<file path="src/rtl/dma_flush_pkg.sv">
package dma_flush_pkg;

    typedef enum logic [2:0] {
        FL_IDLE  = 3'd0,
        FL_REQ   = 3'd1,
        FL_TURN  = 3'd2,
        FL_WAIT  = 3'd3,
        FL_GRANT = 3'd4
    } fl_state_e;

endpackage

</file>
<file path="src/rtl/dma_flush_fsm.sv">
module dma_flush_fsm
    import dma_flush_pkg::*;
#(
    parameter int TURN_CYCLES     = 1,
    parameter bit PIN_ACTIVE_HIGH = 1'b1
) (
    input  logic clk_i,
    input  logic rst_ni,
    input  logic dma_req_i,
    input  logic pin_lvl_i,
    input  logic bypass_i,
    output logic gnt_o,
    output logic drv_en_o,
    output logic drv_val_o
);

    localparam int CNT_W = (TURN_CYCLES > 1) ? $clog2(TURN_CYCLES) : 1;
    localparam logic ACT = PIN_ACTIVE_HIGH;
    localparam logic [CNT_W-1:0] TURN_LAST = CNT_W'(TURN_CYCLES - 1);

    typedef struct packed {
        fl_state_e        st;
        logic [CNT_W-1:0] cnt;
    } fsm_regs_t;

    fsm_regs_t r_d, r_q;
    logic      ack_seen;

    assign ack_seen = (pin_lvl_i == ACT);

    always_comb begin
        r_d = r_q;
        case (r_q.st)
            FL_IDLE: begin
                if (dma_req_i) begin
                    r_d.st = bypass_i ? FL_GRANT : FL_REQ;
                end
            end
            FL_REQ: begin
                r_d.st  = FL_TURN;
                r_d.cnt = '0;
            end
            FL_TURN: begin
                if (r_q.cnt == TURN_LAST) begin
                    r_d.st = FL_WAIT;
                end else begin
                    r_d.cnt = r_q.cnt + 1'b1;
                end
            end
            FL_WAIT: begin
                if (ack_seen) begin
                    r_d.st = dma_req_i ? FL_GRANT : FL_IDLE;
                end
            end
            FL_GRANT: begin
                if (!dma_req_i) begin
                    r_d.st = FL_IDLE;
                end
            end
            default: begin
                r_d.st  = FL_IDLE;
                r_d.cnt = '0;
            end
        endcase
    end

    always_ff @(posedge clk_i or negedge rst_ni) begin
        if (!rst_ni) begin
            r_q.st  <= FL_IDLE;
            r_q.cnt <= '0;
        end else begin
            r_q <= r_d;
        end
    end

    assign gnt_o     = (r_q.st == FL_GRANT);
    assign drv_en_o  = (r_q.st == FL_REQ) || (r_q.st == FL_TURN);
    assign drv_val_o = (r_q.st == FL_REQ) ? ACT : ~ACT;


    req_pulse_single_chk: assert property (@(posedge clk_i) disable iff (!rst_ni)
        (drv_en_o && drv_val_o == ACT) |=> !(drv_en_o && drv_val_o == ACT));


    grant_after_ack_chk: assert property (@(posedge clk_i) disable iff (!rst_ni)
        ($rose(gnt_o) && !$past(bypass_i)) |->
            ($past(r_q.st) == FL_WAIT && $past(pin_lvl_i) == ACT));


    grant_hold_chk: assert property (@(posedge clk_i) disable iff (!rst_ni)
        (gnt_o && dma_req_i) |=> gnt_o);


    bypass_grant_chk: assert property (@(posedge clk_i) disable iff (!rst_ni)
        (r_q.st == FL_IDLE && dma_req_i && bypass_i) |=> (gnt_o && !drv_en_o));

endmodule

</file>
<file path="src/rtl/dma_flush_pin_route.sv">
module dma_flush_pin_route #(
    parameter bit PIN_ACTIVE_HIGH = 1'b1
) (
    input  logic bypass_i,
    input  logic irq_route_i,
    input  logic rtc_irq_i,
    input  logic fsm_en_i,
    input  logic fsm_val_i,
    output logic pin_o,
    output logic pin_oe_o,
    output logic rtc_int_o
);

    localparam logic IDLE_LVL = ~PIN_ACTIVE_HIGH;

    always_comb begin
        pin_oe_o = 1'b0;
        pin_o    = IDLE_LVL;
        if (bypass_i) begin
            if (irq_route_i) begin
                pin_oe_o = 1'b1;
                pin_o    = rtc_irq_i;
            end
        end else if (fsm_en_i) begin
            pin_oe_o = 1'b1;
            pin_o    = fsm_val_i;
        end
        rtc_int_o = irq_route_i ? 1'b0 : rtc_irq_i;
    end

endmodule

</file>
<file path="src/rtl/dma_flush_hs.sv">
module dma_flush_hs #(
    parameter int TURN_CYCLES     = 1,
    parameter bit PIN_ACTIVE_HIGH = 1'b1
) (
    input  logic clk_i,
    input  logic rst_ni,
    input  logic dma_req_i,
    input  logic hs_pin_i,
    input  logic rtc_irq_i,
    input  logic cfg_bypass_i,
    input  logic cfg_irq_route_i,
    output logic dma_gnt_o,
    output logic hs_pin_o,
    output logic hs_pin_oe_o,
    output logic rtc_irq_int_o
);

    logic fsm_en, fsm_val;

    dma_flush_fsm #(
        .TURN_CYCLES    (TURN_CYCLES),
        .PIN_ACTIVE_HIGH(PIN_ACTIVE_HIGH)
    ) u_fsm (
        .clk_i    (clk_i),
        .rst_ni   (rst_ni),
        .dma_req_i(dma_req_i),
        .pin_lvl_i(hs_pin_i),
        .bypass_i (cfg_bypass_i),
        .gnt_o    (dma_gnt_o),
        .drv_en_o (fsm_en),
        .drv_val_o(fsm_val)
    );

    dma_flush_pin_route #(
        .PIN_ACTIVE_HIGH(PIN_ACTIVE_HIGH)
    ) u_route (
        .bypass_i   (cfg_bypass_i),
        .irq_route_i(cfg_irq_route_i),
        .rtc_irq_i  (rtc_irq_i),
        .fsm_en_i   (fsm_en),
        .fsm_val_i  (fsm_val),
        .pin_o      (hs_pin_o),
        .pin_oe_o   (hs_pin_oe_o),
        .rtc_int_o  (rtc_irq_int_o)
    );


    bypass_pin_quiet_chk: assert property (@(posedge clk_i) disable iff (!rst_ni)
        (cfg_bypass_i && !cfg_irq_route_i) |-> !hs_pin_oe_o);


    handshake_no_irq_pin_chk: assert property (@(posedge clk_i) disable iff (!rst_ni)
        (!cfg_bypass_i && !fsm_en) |-> !hs_pin_oe_o);

endmodule

</file>
<file path="config.mk">
export PLATFORM = sky130hd
export DESIGN_NAME = dma_flush_hs
export DESIGN_NICKNAME = d
export VERILOG_FILES = /design/src/rtl/dma_flush_pkg.sv /design/src/rtl/dma_flush_fsm.sv /design/src/rtl/dma_flush_pin_route.sv /design/src/rtl/dma_flush_hs.sv
export SDC_FILE = /design/constraint.sdc
export NUM_CORES = 1
export LEC_CHECK = 0
export BUFFER_PORTS_ARGS = -buffer_cell sky130_fd_sc_hd__buf_2
export CAP_MARGIN = 10
export CORE_AREA = 2 2 39 41
export CTS_CLUSTER_DIAMETER = 100
export CTS_CLUSTER_SIZE = 20
export DETAILED_ROUTE_END_ITERATION = 10
export DIE_AREA = 0 0 41 43
export GPL_ROUTABILITY_DRIVEN = 0
export GPL_TIMING_DRIVEN = 0
export PLACE_DENSITY_LB_ADDON = 0.2
export SKIP_CTS_REPAIR_TIMING = 1
export SYNTH_ARGS = -nofsm -noshare
export SYNTH_HDL_FRONTEND = slang
export SYNTH_SLANG_ARGS = --single-unit
</file>
<file path="constraint.sdc">
create_clock -name clk_i -period 0.9 [get_ports clk_i]
set_input_delay 0.09 -clock clk_i [delete_from_list [all_inputs] [get_ports clk_i]]
set_output_delay 0.09 -clock clk_i [all_outputs]
set_load 0.01 [all_outputs]
</file>
==> metrics, run 1 <==
status finished with violations; violations in the final reports negative setup slack; buffers added on ports 10; reg2reg start u_fsm.r_q[2]; Critical Path Start Type flip-flop; maximum net fanout on the critical path 5; actual slew at the worst max-slew pin 0.183 ns; CTS sink count 3; floorplan die width 41 µm; flop and latch count out of synthesis 3; Placeable Area 1380 µm²; final worst path period need 1.26 ns; unrepaired setup endpoints after global routing true; cells after synthesis 22; Setup TNS Final -1.45 ns; die height 43 µm; largest registers in the final layout u_fsm.r_q: 3 flops; initial cell density of the core 15.0%; post-detailed-route count of antenna-violating nets 0; global-route usage over all layers 7.85%; type of the worst min-delay path input pin to flip-flop; number of levels in the clock H-tree 1; Endpoint, Worst Hold u_fsm.r_q[2]; detailed-route DRC error count 0; tightest hold margin 0.0863 ns; initial antenna violation count 0; Final Setup Violations 6; cell depth of the worst min-delay path 2; synthesized netlist net count 29; WP data arrival 1.17 ns; portion of the post-synthesis area used by sequential elements 36.1%; critical path endpoint category output pin; Cell Rows 14; worst clock skew on the final layout 0.00157 ns; Vias 248; maximum vdd drop 0.851 mV; P per Cell Area 3220 nW/µm²; cell leakage power 0.195 nW; DIE AREA 1760 µm²; Max Fclk 793 MHz; worst endpoint required time 0.81 ns; pin count of the biggest net entering global routing 9; worst r2r path cells 5; placed cell areas 294 µm²; Layout Utilization 28.9%; root buffer cell clkbuf_4; estimated wirelength of the detail-placed design 365 µm; clock slew at reported path FFs 0.03 ns; per-cell via count in the routed design 4.07; Pre-antenna DRT Iters 2; final design instance area without fill 400 µm²; Synth cell types 18; overall overflow remaining after global route 0; final-stage net count 53; share of the clock period used by the worst path 140%; average cell area after synthesis 9.44 µm²; wire per inst 9.79 µm; Max-cap violations 0; number of global-route vias before repair 203; antenna cells 0; Setup Slack @ Placement -0.134 ns; category of the critical setup timing path flip-flop to output pin; clock latency at the later pin of the worst-skew pair 0.23 ns; worst max-slew margin expressed relative to the limit 87.8%; fraction of final layout cells with drive strength greater than 1 60.0%; total wire length after detailed routing 597 µm; max-slew violation count 0; Longest Clk Path Bufs 2; number of non-filler instances in the completed layout 61; count of warnings emitted by yosys 0; origin of the worst min-delay path hs_pin_i; area added between synthesis and finish 92.8%; final hold viol count 0; worst reg2reg path endpoint u_fsm.r_q[3]; cell area after synthesis 208 µm²; clock tree from TritonCTS built; global-route wire length before repair 807 µm; number of placed instances, taps included 48; register with the most flip-flops u_fsm.r_q; max FFs per register 3; number of buffers created by CTS 3; 1st-iter DRT viols 1; post-route setup slack -0.360 ns; Total Power 1.29 mW; IO Pins 11; reg2reg setup slack -0.28 ns
Yosys cell counts:
cell type	count	share of area (%)
a21boi_0	1	3.6
buf_6	1	5.4
o32ai_2	1	7.8
o31ai_1	1	3.6
nand2b_1	1	3.0
a21oi_1	1	2.4
a22o_1	1	4.2
dfrtp_1	3	36
a31oi_1	1	3.0
nand3_1	1	2.4
nor3b_1	1	3.6
buf_4	1	3.6
nor2b_1	1	3.0
and2_1	1	3.0
xor2_1	1	4.2
o21bai_1	1	3.6
nor2_1	3	5.4
nand2_1	1	1.8
how the worst max path moves through the flow:
stage | slack (ns) | to | startpoint
after floorplan | -0.03 | hs_pin_oe_o | u_fsm.r_q[1]
after global placement | -0.13 | hs_pin_oe_o | u_fsm.r_q[1]
final | -0.36 | hs_pin_oe_o | u_fsm.r_q[2]
after detailed placement | -0.13 | hs_pin_oe_o | u_fsm.r_q[1]
after CTS | -0.39 | hs_pin_oe_o | u_fsm.r_q[1]
after global routing | -0.40 | hs_pin_oe_o | u_fsm.r_q[2]
metal layers:
layer / global-route usage (%) / part of all wire (%) / up-vias
met5: 0 / 0 / -
met4: 12.0 / 0 / 0
met3: 3.14 / 6.0 / 0
met2: 9.06 / 55 / 7
met1: 8.09 / 39 / 117
li1: - / - / 124
report_power, final:
part           internal (mW)  switching, mW
logic                  0.492          0.338
registers              0.195         0.0317
clock network          0.166         0.0684
final cells by class:
cell class              count  area (µm²)
multi-input cells          17         129
fillers                   158         983
repair buffers             19         128
clock buffers               4        26.3
well taps                  16        20.0
flip-flops and latches      3        75.1
plain buffers               2        22.5
placed cells by master, fill, tap and decap left out, types with 2 or more instances in the layout:
master / instances
clkbuf_4: 3
buf_2: 10
buf_6: 4
dfrtp_1: 3
nor2_1: 2
buf_4: 6
cell families after synthesis:
logic type / after synthesis / share of synthesized area, %
buffers and inverters: 2 / 9.04
DFF: 3 / 36.1
AOI/OAI and AO/OA: 7 / 28.3
and+or+nand+nor: 9 / 22.3
xor gates and xnor gates: 1 / 4.22
worst max-delay path, stage by stage, from the launching register on:
cell	delay [ns]
dfrtp_1	0.36
buf_6	0.13
xor2_1	0.15
a22o_1	0.17
buf_2	0.13
Power figures use the tool's default switching activity.
==> run 2: changes to the inputs <==
ABC_AREA = 1   (was not set)
==> run 2 against run 1 <==
The flow still finishes with violations (negative setup slack). Synthesized cell count increased by 50%. Register-to-register slack improved by 0.06 ns. Critical path depth increased by 2. Critical path type unchanged. Clock skew decreased by 0.0013 ns. Sequential share of layout area increased by 3.8 points. Die area unchanged. Non-clock buffer count decreased by 8. Wire length decreased by 16%. Flip-flop and latch count unchanged. Highest routed layer unchanged. Clock-buffer cell count unchanged.
==> metrics, run 2 <==
internal power of the cells 0.583 mW (-32%); cells after synthesis 33 (+50%); worst clock skew on the final layout 0.000238 ns (-0.00133 ns); final design instance area without fill 344 µm² (-14%); buffers added on ports 10 (unchanged); cell leakage power 0.186 nW (-4.9%); overall overflow remaining after global route 0 (unchanged); floorplan die width 41 µm (unchanged); origin of the worst min-delay path hs_pin_i; largest registers in the final layout u_fsm.r_q: 3 flops; Final Setup Violations 6 (unchanged); number of levels in the clock H-tree 1 (unchanged); worst r2r path cells 7 (+2); fraction of final layout cells with drive strength greater than 1 48.0% (-12 points); P per Cell Area 2870 nW/µm² (-11%); flop and latch count out of synthesis 3 (unchanged); final-stage net count 58 (+9.4%); violations in the final reports negative setup slack; Combinational Power Share 48.7% (-16 points); max-slew violation count 0 (unchanged); critical path endpoint category output pin; area share of the largest cell type after synthesis 35.5% (-0.64 points); estimated wirelength of the detail-placed design 390 µm (+6.7%); average cell area after synthesis 6.41 µm² (-32%); register with the most flip-flops u_fsm.r_q; Layout Utilization 24.9% (-4.1 points); IO Pins 11 (unchanged); number of global-route vias before repair 219 (+7.9%); leading post-synthesis cells by instance count nand2_1, nor2_1, inv_1; actual slew at the worst max-slew pin 0.181 ns (-0.00114 ns); initial antenna violation count 0 (unchanged); final hold viol count 0 (unchanged); clock network fraction of design power 23.8% (+5.6 points); reg2reg start u_fsm.r_q[2]; category of the critical setup timing path flip-flop to output pin; worst endpoint required time 0.81 ns (about the same); DIE AREA 1760 µm² (unchanged); root buffer cell clkbuf_4; cell types with the largest area share after synthesis dfrtp_1, nand2_1, nor2_1, inv_1, nand3_1; portion of the post-synthesis area used by sequential elements 35.5% (-0.64 points); worst reg2reg path endpoint u_fsm.r_q[3]; number of flops mapped to enable cells by yosys 0 (unchanged); global-route wire length before repair 772 µm (-4.3%); Vias 249 (+0.40%); Most used DFF post-synth dfrtp_1; global-route usage over all layers 6.75% (-1.1 points); per-cell via count in the routed design 3.77 (-7.2%); initial cell density of the core 15.3% (+0.27 points); Placeable Area 1380 µm² (unchanged); cell depth of the worst min-delay path 4 (+2); Max Fclk 791 MHz (-0.29%); share of total power in sequential cells 27.5% (+10 points); clock latency at the later pin of the worst-skew pair 0.23 ns (about the same); cell type with the highest aggregate area in the netlist dfrtp_1; Setup Slack @ Placement -0.155 ns (-0.0206 ns); maximum vdd drop 0.932 mV (+9.5%); most frequent standard cell in the layout excluding fill and tap cells buf_2; max FFs per register 3 (unchanged); type of the worst min-delay path input pin to flip-flop; antenna cells 0 (unchanged); post-route setup slack -0.364 ns (-0.00361 ns); unrepaired setup endpoints after global routing true; share of the clock period used by the worst path 140% (+0.40 points); Switching Fraction 40.9% (+7.0 points); Synth cell types 13 (-5); final worst path period need 1.26 ns (+0.00361 ns); worst max-slew margin expressed relative to the limit 87.8% (about the same); Endpoint, Worst Hold u_fsm.r_q[2]; die height 43 µm (unchanged); clock tree from TritonCTS built; post-detailed-route count of antenna-violating nets 0 (unchanged); detailed-route DRC error count 0 (unchanged); count of warnings emitted by yosys 0 (unchanged); area added between synthesis and finish 62.7%; wire per inst 7.58 µm (-23%); tightest hold margin 0.130 ns (+0.0439 ns); clock slew at reported path FFs 0.04 ns (about the same); Total Power 0.988 mW (-23%); synthesized netlist net count 40 (+38%); Longest Clk Path Bufs 2 (unchanged); reg2reg setup slack -0.22 ns (+0.06 ns); WP data arrival 1.17 ns (about the same); share of flip-flops with an asynchronous set or reset 100% (unchanged); 1st-iter DRT viols 0 (-1); Max-cap violations 0 (unchanged); CTS sink count 3 (unchanged); switching power of the nets 0.405 mW (-7.6%); most frequent cells in the layout buf_2, nand2_1, inv_1; most numerous cell in the Yosys netlist nand2_1; maximum net fanout on the critical path 5 (unchanged); cell area after synthesis 211 µm² (+1.8%); Pre-antenna DRT Iters 1 (-1); Critical Path Start Type flip-flop; number of buffers created by CTS 3 (unchanged); Cell Rows 14 (unchanged); total wire length after detailed routing 500 µm (-16%); placed cell areas 285 µm² (-3.0%); pin count of the biggest net entering global routing 7 (-2); status finished with violations
-- run 2: cell count changes in the layout (fill, tap and decap cells not counted), sizes merged, moves of 2 or more --
cell | before | now
buf | 20 | 12
o21ai | 0 | 4
inv | 0 | 6
nand3 | 1 | 3
nand2 | 1 | 8
nor2 | 3 | 6
-- run 2: through the flow --
stage | TNS (ns) | instances
after floorplan | -0.0631 | 33
after global placement | -0.508 | 59
after detailed placement | -0.417 | 59
after CTS | -1.16 | 63
after global routing | -1.83 | 66
final | -1.33 | 66
-- run 2: area by class of cell --
class	count	area (µm²)
fillers	153	1040
multi-input cells	24	123
flip-flops and latches	3	77.6
repair buffers	13	75.1
clock buffers	4	26.3
inverters	6	22.5
well taps	16	20.0
-- run 2: power groups by stage --
stage          Clock [mW]  Combinational [mW]  Sequential [mW]
2_1_floorplan           0               0.296            0.263
3_3_place_gp            0               0.400            0.284
3_5_place_dp            0               0.398            0.278
4_1_cts             0.252               0.399            0.276
5_1_grt             0.259               0.552            0.281
6_report            0.235               0.481            0.272
-- run 2: worst max-delay path by stage --
| stage | from | end | slack (ns) | cells past startpoint |
|---|---|---|---|---|
| floorplan | u_fsm.r_q[1] | u_fsm.r_q[3] | -0.04 | 6 |
| global placement | u_fsm.r_q[2] | hs_pin_oe_o | -0.17 | 5 |
| detailed placement | u_fsm.r_q[2] | hs_pin_oe_o | -0.16 | 5 |
| CTS | u_fsm.r_q[2] | hs_pin_oe_o | -0.41 | 5 |
| global route | u_fsm.r_q[3] | hs_pin_oe_o | -0.46 | 6 |
| finish | u_fsm.r_q[1] | hs_pin_oe_o | -0.36 | 6 |
-- run 2: kinds of logic (layout without fill, tap and decap cells) --
kind of cell           Yosys count  in the layout  synth area share, %
AO/OA/AOI/OAI                    5              5                 12.4
flip-flops                       3              3                 35.5
AND/OR/NAND/NOR                 19             19                 41.4
buffers and inverters            6             23                 10.7
-- run 2: critical path, stage by stage (launching register included) --
cell and delay [ns]:
dfrtp_2 0.43, nor2_2 0.12, nand2_1 0.05, nand2_1 0.07, inv_2 0.04, o21ai_2 0.09
buf_2 0.14
-- run 2: per-layer routing --
layer  GRT usage, %  up-vias  routed length [µm]
met1           8.12      101                 240
met4           8.00        0                   0
met2           8.44        9                 210
met5              0        -                   0
li1               -      139                   -
met3           1.57        0                  49
